$ cat src/rtl/drt_pkg.sv
package drt_pkg;

   typedef enum logic [1:0] {
      ST_IDLE  = 2'd0,
      ST_FETCH = 2'd1,
      ST_READY = 2'd2,
      ST_XFER  = 2'd3
   } drt_state_t;

endpackage

$ cat src/rtl/drt_fetch.sv
module drt_fetch #(
   parameter int ADDR_W = 16,
   parameter int DEPTH  = 16,
   localparam int IDX_W = $clog2(DEPTH)
) (
   input  logic              clk,
   input  logic              rst_n,
   input  logic              start,
   input  logic [ADDR_W-1:0] base,
   output logic              mem_req,
   output logic [ADDR_W-1:0] mem_addr,
   input  logic              mem_ack,
   output logic              wr_en,
   output logic [IDX_W-1:0]  wr_idx,
   output logic              done
);
   localparam logic [IDX_W-1:0] LAST = IDX_W'(DEPTH - 1);

   logic              busy;
   logic [IDX_W-1:0]  cnt;
   logic [ADDR_W-1:0] base_q;

   always_ff @(posedge clk or negedge rst_n) begin
      if (!rst_n) begin
         busy   <= 1'b0;
         cnt    <= '0;
         base_q <= '0;
      end else if (start) begin
         busy   <= 1'b1;
         cnt    <= '0;
         base_q <= base;
      end else if (busy && mem_ack) begin
         if (cnt == LAST) begin
            busy <= 1'b0;
            cnt  <= '0;
         end else begin
            cnt <= cnt + 1'b1;
         end
      end
   end

   assign mem_req  = busy;
   assign mem_addr = base_q + ADDR_W'(cnt);
   assign wr_en    = busy && mem_ack;
   assign wr_idx   = cnt;
   assign done     = wr_en && (cnt == LAST);

   p_req_hold_r10 : assert property (@(posedge clk) disable iff (!rst_n)
      (mem_req && !mem_ack) |=> (mem_req && $stable(mem_addr)));

   p_start_idle_r3 : assert property (@(posedge clk) disable iff (!rst_n)
      start |-> !busy);

endmodule

$ cat src/rtl/drt_buffer.sv
module drt_buffer #(
   parameter int WORD_W = 32,
   parameter int DEPTH  = 16,
   localparam int IDX_W = $clog2(DEPTH)
) (
   input  logic              clk,
   input  logic              wr_en,
   input  logic [IDX_W-1:0]  wr_idx,
   input  logic [WORD_W-1:0] wr_data,
   input  logic [IDX_W-1:0]  rd_idx,
   output logic [WORD_W-1:0] rd_data
);
   logic [WORD_W-1:0] slot [DEPTH];

   for (genvar i = 0; i < DEPTH; i++) begin : g_slot
      always_ff @(posedge clk) begin
         if (wr_en && (wr_idx == IDX_W'(i)))
            slot[i] <= wr_data;
      end
   end

   assign rd_data = slot[rd_idx];

endmodule

$ cat src/rtl/drt_timer.sv
module drt_timer #(
   parameter int TMO_W = 16
) (
   input  logic             clk,
   input  logic             rst_n,
   input  logic             active,
   input  logic             hit,
   input  logic [TMO_W-1:0] limit,
   output logic             expire
);
   logic [TMO_W-1:0] cnt;

   assign expire = active && !hit && (limit != '0) && (cnt == limit - TMO_W'(1));

   always_ff @(posedge clk or negedge rst_n) begin
      if (!rst_n)
         cnt <= '0;
      else if (!active || hit || expire)
         cnt <= '0;
      else if (limit != '0)
         cnt <= cnt + 1'b1;
   end

   p_expire_drop_r7 : assert property (@(posedge clk) disable iff (!rst_n)
      expire |=> !active);

endmodule

$ cat src/rtl/delayed_read_target.sv
module delayed_read_target #(
   parameter int ADDR_W = 16,
   parameter int WORD_W = 32,
   parameter int DEPTH  = 16,
   parameter int TMO_W  = 16
) (
   input  logic              clk,
   input  logic              rst_n,
   input  logic [TMO_W-1:0]  cfg_timeout,
   input  logic              att_valid,
   input  logic [ADDR_W-1:0] att_addr,
   input  logic              ini_rdy,
   output logic              rsp_retry,
   output logic              rsp_accept,
   output logic              dat_valid,
   output logic [WORD_W-1:0] dat_word,
   output logic              dat_last,
   output logic              mem_req,
   output logic [ADDR_W-1:0] mem_addr,
   input  logic              mem_ack,
   input  logic [WORD_W-1:0] mem_rdata
);
   import drt_pkg::*;

   localparam int IDX_W = $clog2(DEPTH);
   localparam logic [IDX_W-1:0] LAST = IDX_W'(DEPTH - 1);

   if (DEPTH < 2)      begin : g_bad_depth $error("DEPTH must be at least 2"); end
   if (ADDR_W < IDX_W) begin : g_bad_addr  $error("ADDR_W narrower than buffer index"); end
   if (TMO_W < 1)      begin : g_bad_tmo   $error("TMO_W must be positive"); end

   drt_state_t        state;
   logic [ADDR_W-1:0] pend_addr;
   logic [IDX_W-1:0]  rd_idx;
   logic              retry_q, accept_q;

   logic              hit, fetch_start, fetch_done, expire;
   logic              wr_en;
   logic [IDX_W-1:0]  wr_idx;

   assign hit         = att_valid && (state == ST_READY) && (att_addr == pend_addr);
   assign fetch_start = att_valid && (state == ST_IDLE);

   drt_fetch #(.ADDR_W(ADDR_W), .DEPTH(DEPTH)) u_fetch (
      .clk      (clk),
      .rst_n    (rst_n),
      .start    (fetch_start),
      .base     (att_addr),
      .mem_req  (mem_req),
      .mem_addr (mem_addr),
      .mem_ack  (mem_ack),
      .wr_en    (wr_en),
      .wr_idx   (wr_idx),
      .done     (fetch_done)
   );

   drt_buffer #(.WORD_W(WORD_W), .DEPTH(DEPTH)) u_buf (
      .clk     (clk),
      .wr_en   (wr_en),
      .wr_idx  (wr_idx),
      .wr_data (mem_rdata),
      .rd_idx  (rd_idx),
      .rd_data (dat_word)
   );

   drt_timer #(.TMO_W(TMO_W)) u_tmo (
      .clk    (clk),
      .rst_n  (rst_n),
      .active (state == ST_READY),
      .hit    (hit),
      .limit  (cfg_timeout),
      .expire (expire)
   );

   assign dat_valid  = (state == ST_XFER) && ini_rdy;
   assign dat_last   = dat_valid && (rd_idx == LAST);
   assign rsp_retry  = retry_q;
   assign rsp_accept = accept_q;

   always_ff @(posedge clk or negedge rst_n) begin
      if (!rst_n) begin
         state     <= ST_IDLE;
         pend_addr <= '0;
         rd_idx    <= '0;
         retry_q   <= 1'b0;
         accept_q  <= 1'b0;
      end else begin
         retry_q  <= att_valid && !hit;
         accept_q <= hit;
         case (state)
            ST_IDLE: begin
               if (att_valid) begin
                  pend_addr <= att_addr;
                  state     <= ST_FETCH;
               end
            end
            ST_FETCH: begin
               if (fetch_done) state <= ST_READY;
            end
            ST_READY: begin
               if (hit) begin
                  rd_idx <= '0;
                  state  <= ST_XFER;
               end else if (expire) begin
                  state <= ST_IDLE;
               end
            end
            ST_XFER: begin
               if (!ini_rdy || rd_idx == LAST) begin
                  rd_idx <= '0;
                  state  <= ST_IDLE;
               end else begin
                  rd_idx <= rd_idx + 1'b1;
               end
            end
            default: state <= ST_IDLE;
         endcase
      end
   end

   p_one_answer_r1 : assert property (@(posedge clk) disable iff (!rst_n)
      att_valid |=> (rsp_retry != rsp_accept));

   p_fetch_on_retry_r1 : assert property (@(posedge clk) disable iff (!rst_n)
      $rose(mem_req) |-> rsp_retry);

   p_busy_retry_r2 : assert property (@(posedge clk) disable iff (!rst_n)
      (att_valid && mem_req) |=> rsp_retry);

   p_accept_quiet_r4 : assert property (@(posedge clk) disable iff (!rst_n)
      rsp_accept |-> !mem_req);

   p_disconnect_r6 : assert property (@(posedge clk) disable iff (!rst_n)
      (dat_valid && dat_last) |=> !dat_valid);

   p_resp_excl_r9 : assert property (@(posedge clk) disable iff (!rst_n)
      !(rsp_retry && rsp_accept));

endmodule

$ cat config.mk
export PLATFORM = sky130hd
export DESIGN_NAME = delayed_read_target
export DESIGN_NICKNAME = d
export VERILOG_FILES = /design/src/rtl/drt_pkg.sv /design/src/rtl/drt_fetch.sv /design/src/rtl/drt_buffer.sv /design/src/rtl/drt_timer.sv /design/src/rtl/delayed_read_target.sv
export SDC_FILE = /design/constraint.sdc
export NUM_CORES = 1
export LEC_CHECK = 0
export ABC_AREA = 1
export BUFFER_PORTS_ARGS = -buffer_cell sky130_fd_sc_hd__clkbuf_2
export CAP_MARGIN = 20
export CORE_MARGIN = 2
export CORE_UTILIZATION = 62
export CTS_CLUSTER_SIZE = 20
export DETAILED_ROUTE_END_ITERATION = 8
export MAX_ROUTING_LAYER = met4
export PLACE_DENSITY = 0.82
export REMOVE_ABC_BUFFERS = 1
export SYNTH_ARGS = -nofsm -noshare
export SYNTH_HDL_FRONTEND = slang
export SYNTH_HIERARCHICAL = 1
export SYNTH_SLANG_ARGS = --single-unit
$ cat constraint.sdc
create_clock -name clk -period 2.9 [get_ports clk]
set_input_delay 0.29 -clock clk [delete_from_list [all_inputs] [get_ports clk]]
set_output_delay 0.29 -clock clk [all_outputs]
set_load 0.01 [all_outputs]
==> impl_metrics.ini <==
[global_routing]
grt_max_degree = 131
grt_pass1_wl_mm = 101
overflow = 0
track_usage_pct = 30.5
grt_pass1_vias = 19200
antenna_found_initial = 2

[sta]
final-setup-viol-count = 0
period_minus_slack_ns = 2.85
hold_viol_final = 0
fmax_mhz = 351
slew_viol_final = 0
setup_ws_ns = 0.0486
final.setup.tns_ns = 0
finClkSkew_ns = 0.0189
worst_pin_slew_ns = 0.885
relSlewSlack_pct = 41.0
rsz0062_at_grt = yes
post-route-period-util_pct = 98.3

[pwr]
p_per_area_nw_per_um2 = 856
vdd_drop_max_mv = 0.694
p_leak_nw = 13.3
power.total_mw = 25.6

[floorplan]
fp.dieW_um = 212
ios = 122
start_util_pct = 62.4
placementRows = 76
core_um2 = 42800
die-area_um2 = 44800
fp.dieH_um = 212

[worst_setup_path]
critPathKind = reg -> out
end_kind = output port
crit_required_ns = 2.61
critPathMaxFanout = 40
cp-start-kind = register
cp_data_arrival_time_ns = 2.56

[route]
viasPerCell = 5.63
highest_layer = met4
wl_met2_mm = 32.1
dr_total_vias = 19700
wl_per_cell_um = 18.9
first_pass_iters = 6
ant_nets = 0
drc_errors = 0
met1_length_mm = 24.7
drt_iter0_markers = 2392
route.met3.wl_mm = 6.64
routed_wl_mm = 66.0

[hold_path]
holdCritPathClass = in -> reg

[cells_and_area]
nets = 2990
drive_gt1_share_pct = 11.0
layout_common_cells = nand2_1, edfxtp_1, inv_1
mostFrequentLayoutCell = nand2_1
fin_cells = 3502
area_growth_pct = 12.0

[synthesis]
ys.flop_type = edfxtp_1
yosysWarnings = 6
async_flop_share_pct = 10.6
syn_area_per_cell_um2 = 9.63
synth.cell_area_um2 = 26700
syn_inst = 2776
synth_seq_cells = 573
yosysSeqAreaShare_pct = 63.3
synth_edf_count = 512
post_synth_num_cell_types = 43

[run_status]
status = finished clean

[cts]
clkTransAtPathRegs_ns = 0.06
ctsHtreeMaxLevel = 2
cts_tree = built
cts_setup_buffers = 0
clk_path_buf_depth = 3
numCtsBuffers = 55
clk_latency_ns = 0.61
ctsRootBufferMaster = clkbuf_16
cts_num_sinks = 573

[placement]
pre_cts_slack_ns = 0.382
io_buffers = 121
placed_cells = 3380
routabilityCongestion = 0.904
hpwl_mm = 37.5

[job]
max_cap_viol_count = 0
synth_stat cells (7+ instances only):
cell / n / area share [%]
clkbuf_1: 11 / 0.15
o21ai_1: 9 / 0.17
nor2_4: 7 / 0.30
nand2_2: 12 / 0.28
nor2_2: 19 / 0.44
buf_2: 49 / 0.92
o21ai_0: 27 / 0.51
nand4_1: 11 / 0.26
nand3_1: 439 / 8.2
buf_4: 10 / 0.28
ha_1: 9 / 0.42
nand2_1: 903 / 13
inv_2: 7 / 0.098
buf_1: 12 / 0.17
xor2_1: 23 / 0.75
xnor2_1: 10 / 0.33
buf_6: 27 / 1.1
dfrtp_1: 61 / 5.7
inv_1: 481 / 6.8
nor2_1: 93 / 1.3
edfxtp_1: 512 / 58
per-stage QoR:
stage / hold WS [ns] / util (%) / cell area, um^2
after floorplan: -0.00559 / - / 26000
after global placement: 0.439 / 65.3 / 28000
after detailed placement: 0.473 / 65.3 / 28000
after CTS: 0.0336 / 69.7 / 29800
after global routing: 0.0677 / 69.9 / 29900
final: 0.0686 / 69.9 / 29900
per-layer routing:
| layer | track usage, % | vias to the layer above |
|---|---|---|
| li1 | - | 9133 |
| met1 | 38.3 | 9273 |
| met2 | 49.8 | 1117 |
| met3 | 4.98 | 206 |
| met4 | 12.5 | 0 |
| met5 | - | - |
sequential cells by signal (all words and copies together), names as in the netlist:
name / flops
rsp_retry: 1
rsp_accept: 1
u_fetch/wr_idx: 4
u_fetch/mem_req: 1
u_tmo/cnt: 16
u_fetch/base_q: 16
pend_addr: 16
u_buf/slot: 512
state: 2
rd_idx: 4
cell families after synthesis:
logic type	after synthesis	share of synthesized area [%]
xor gates and xnor gates	33	1.08
DFF	573	63.3
and+or+nand+nor	1516	24.6
adders and majority gates	10	0.496
buffers and inverters	602	9.71
AOI/OAI and AO/OA	42	0.819
power breakdown:
part           total (mW)  internal (mW)  switching [mW]
Clock                6.78           3.80            2.98
Combinational        8.57           2.70            5.87
Sequential           10.3           9.84           0.417
timing repair:
item	in CTS	in global routing
pin swaps	0	1
endpoints found under the setup margin	3	14
endpoints found under the hold margin	60	0
gates resized for setup	3	5
hold buffers	18	0
cloned	0	2
critical path, stage by stage, from the launching register on:
cell and delay (ns):
dfrtp_4 0.55, buf_16 0.27, buf_6 0.28, nand2_1 0.09, nand2_1 0.08, nand2_1 0.05, nand3_1 0.11, nand3_1 0.19
nand2_1 0.14, clkbuf_2 0.15
path summary, 6_finish.rpt:
check | from | endpoint | slack, ns | cells after the start
setup / recovery | rd_idx[0]$_DFFE_PN0P_ | dat_word[17] | 0.05 | 9
hold reg to reg | u_fetch/base_q[0]$_DFFE_PN0P_ | u_fetch/base_q[0]$_DFFE_PN0P_ | 0.49 | 2
hold / removal | mem_rdata[8] | u_buf/slot[6][8]$_DFFE_PP_ | 0.07 | 1
min in group asynchronous | rst_n | pend_addr[5]$_DFFE_PN0P_ | 0.35 | 2
setup reg to reg | pend_addr[10]$_DFFE_PN0P_ | state[0]$_DFFE_PN0P_ | 0.38 | 20
max in group asynchronous | rst_n | pend_addr[13]$_DFFE_PN0P_ | 1.80 | 3
final cells by class:
class                           instances  area (um^2)
Antenna cell                            2         5.00
Timing Repair Buffer                  189         1430
Multi-Input combinational cell       1601         7340
Fill cell                            2939        12900
Clock buffer                           71         1460
Tap cell                              546          683
Inverter                              491         1860
Clock inverter                         29          224
Sequential cell                       573        16900
Power figures use the tool's default switching activity.
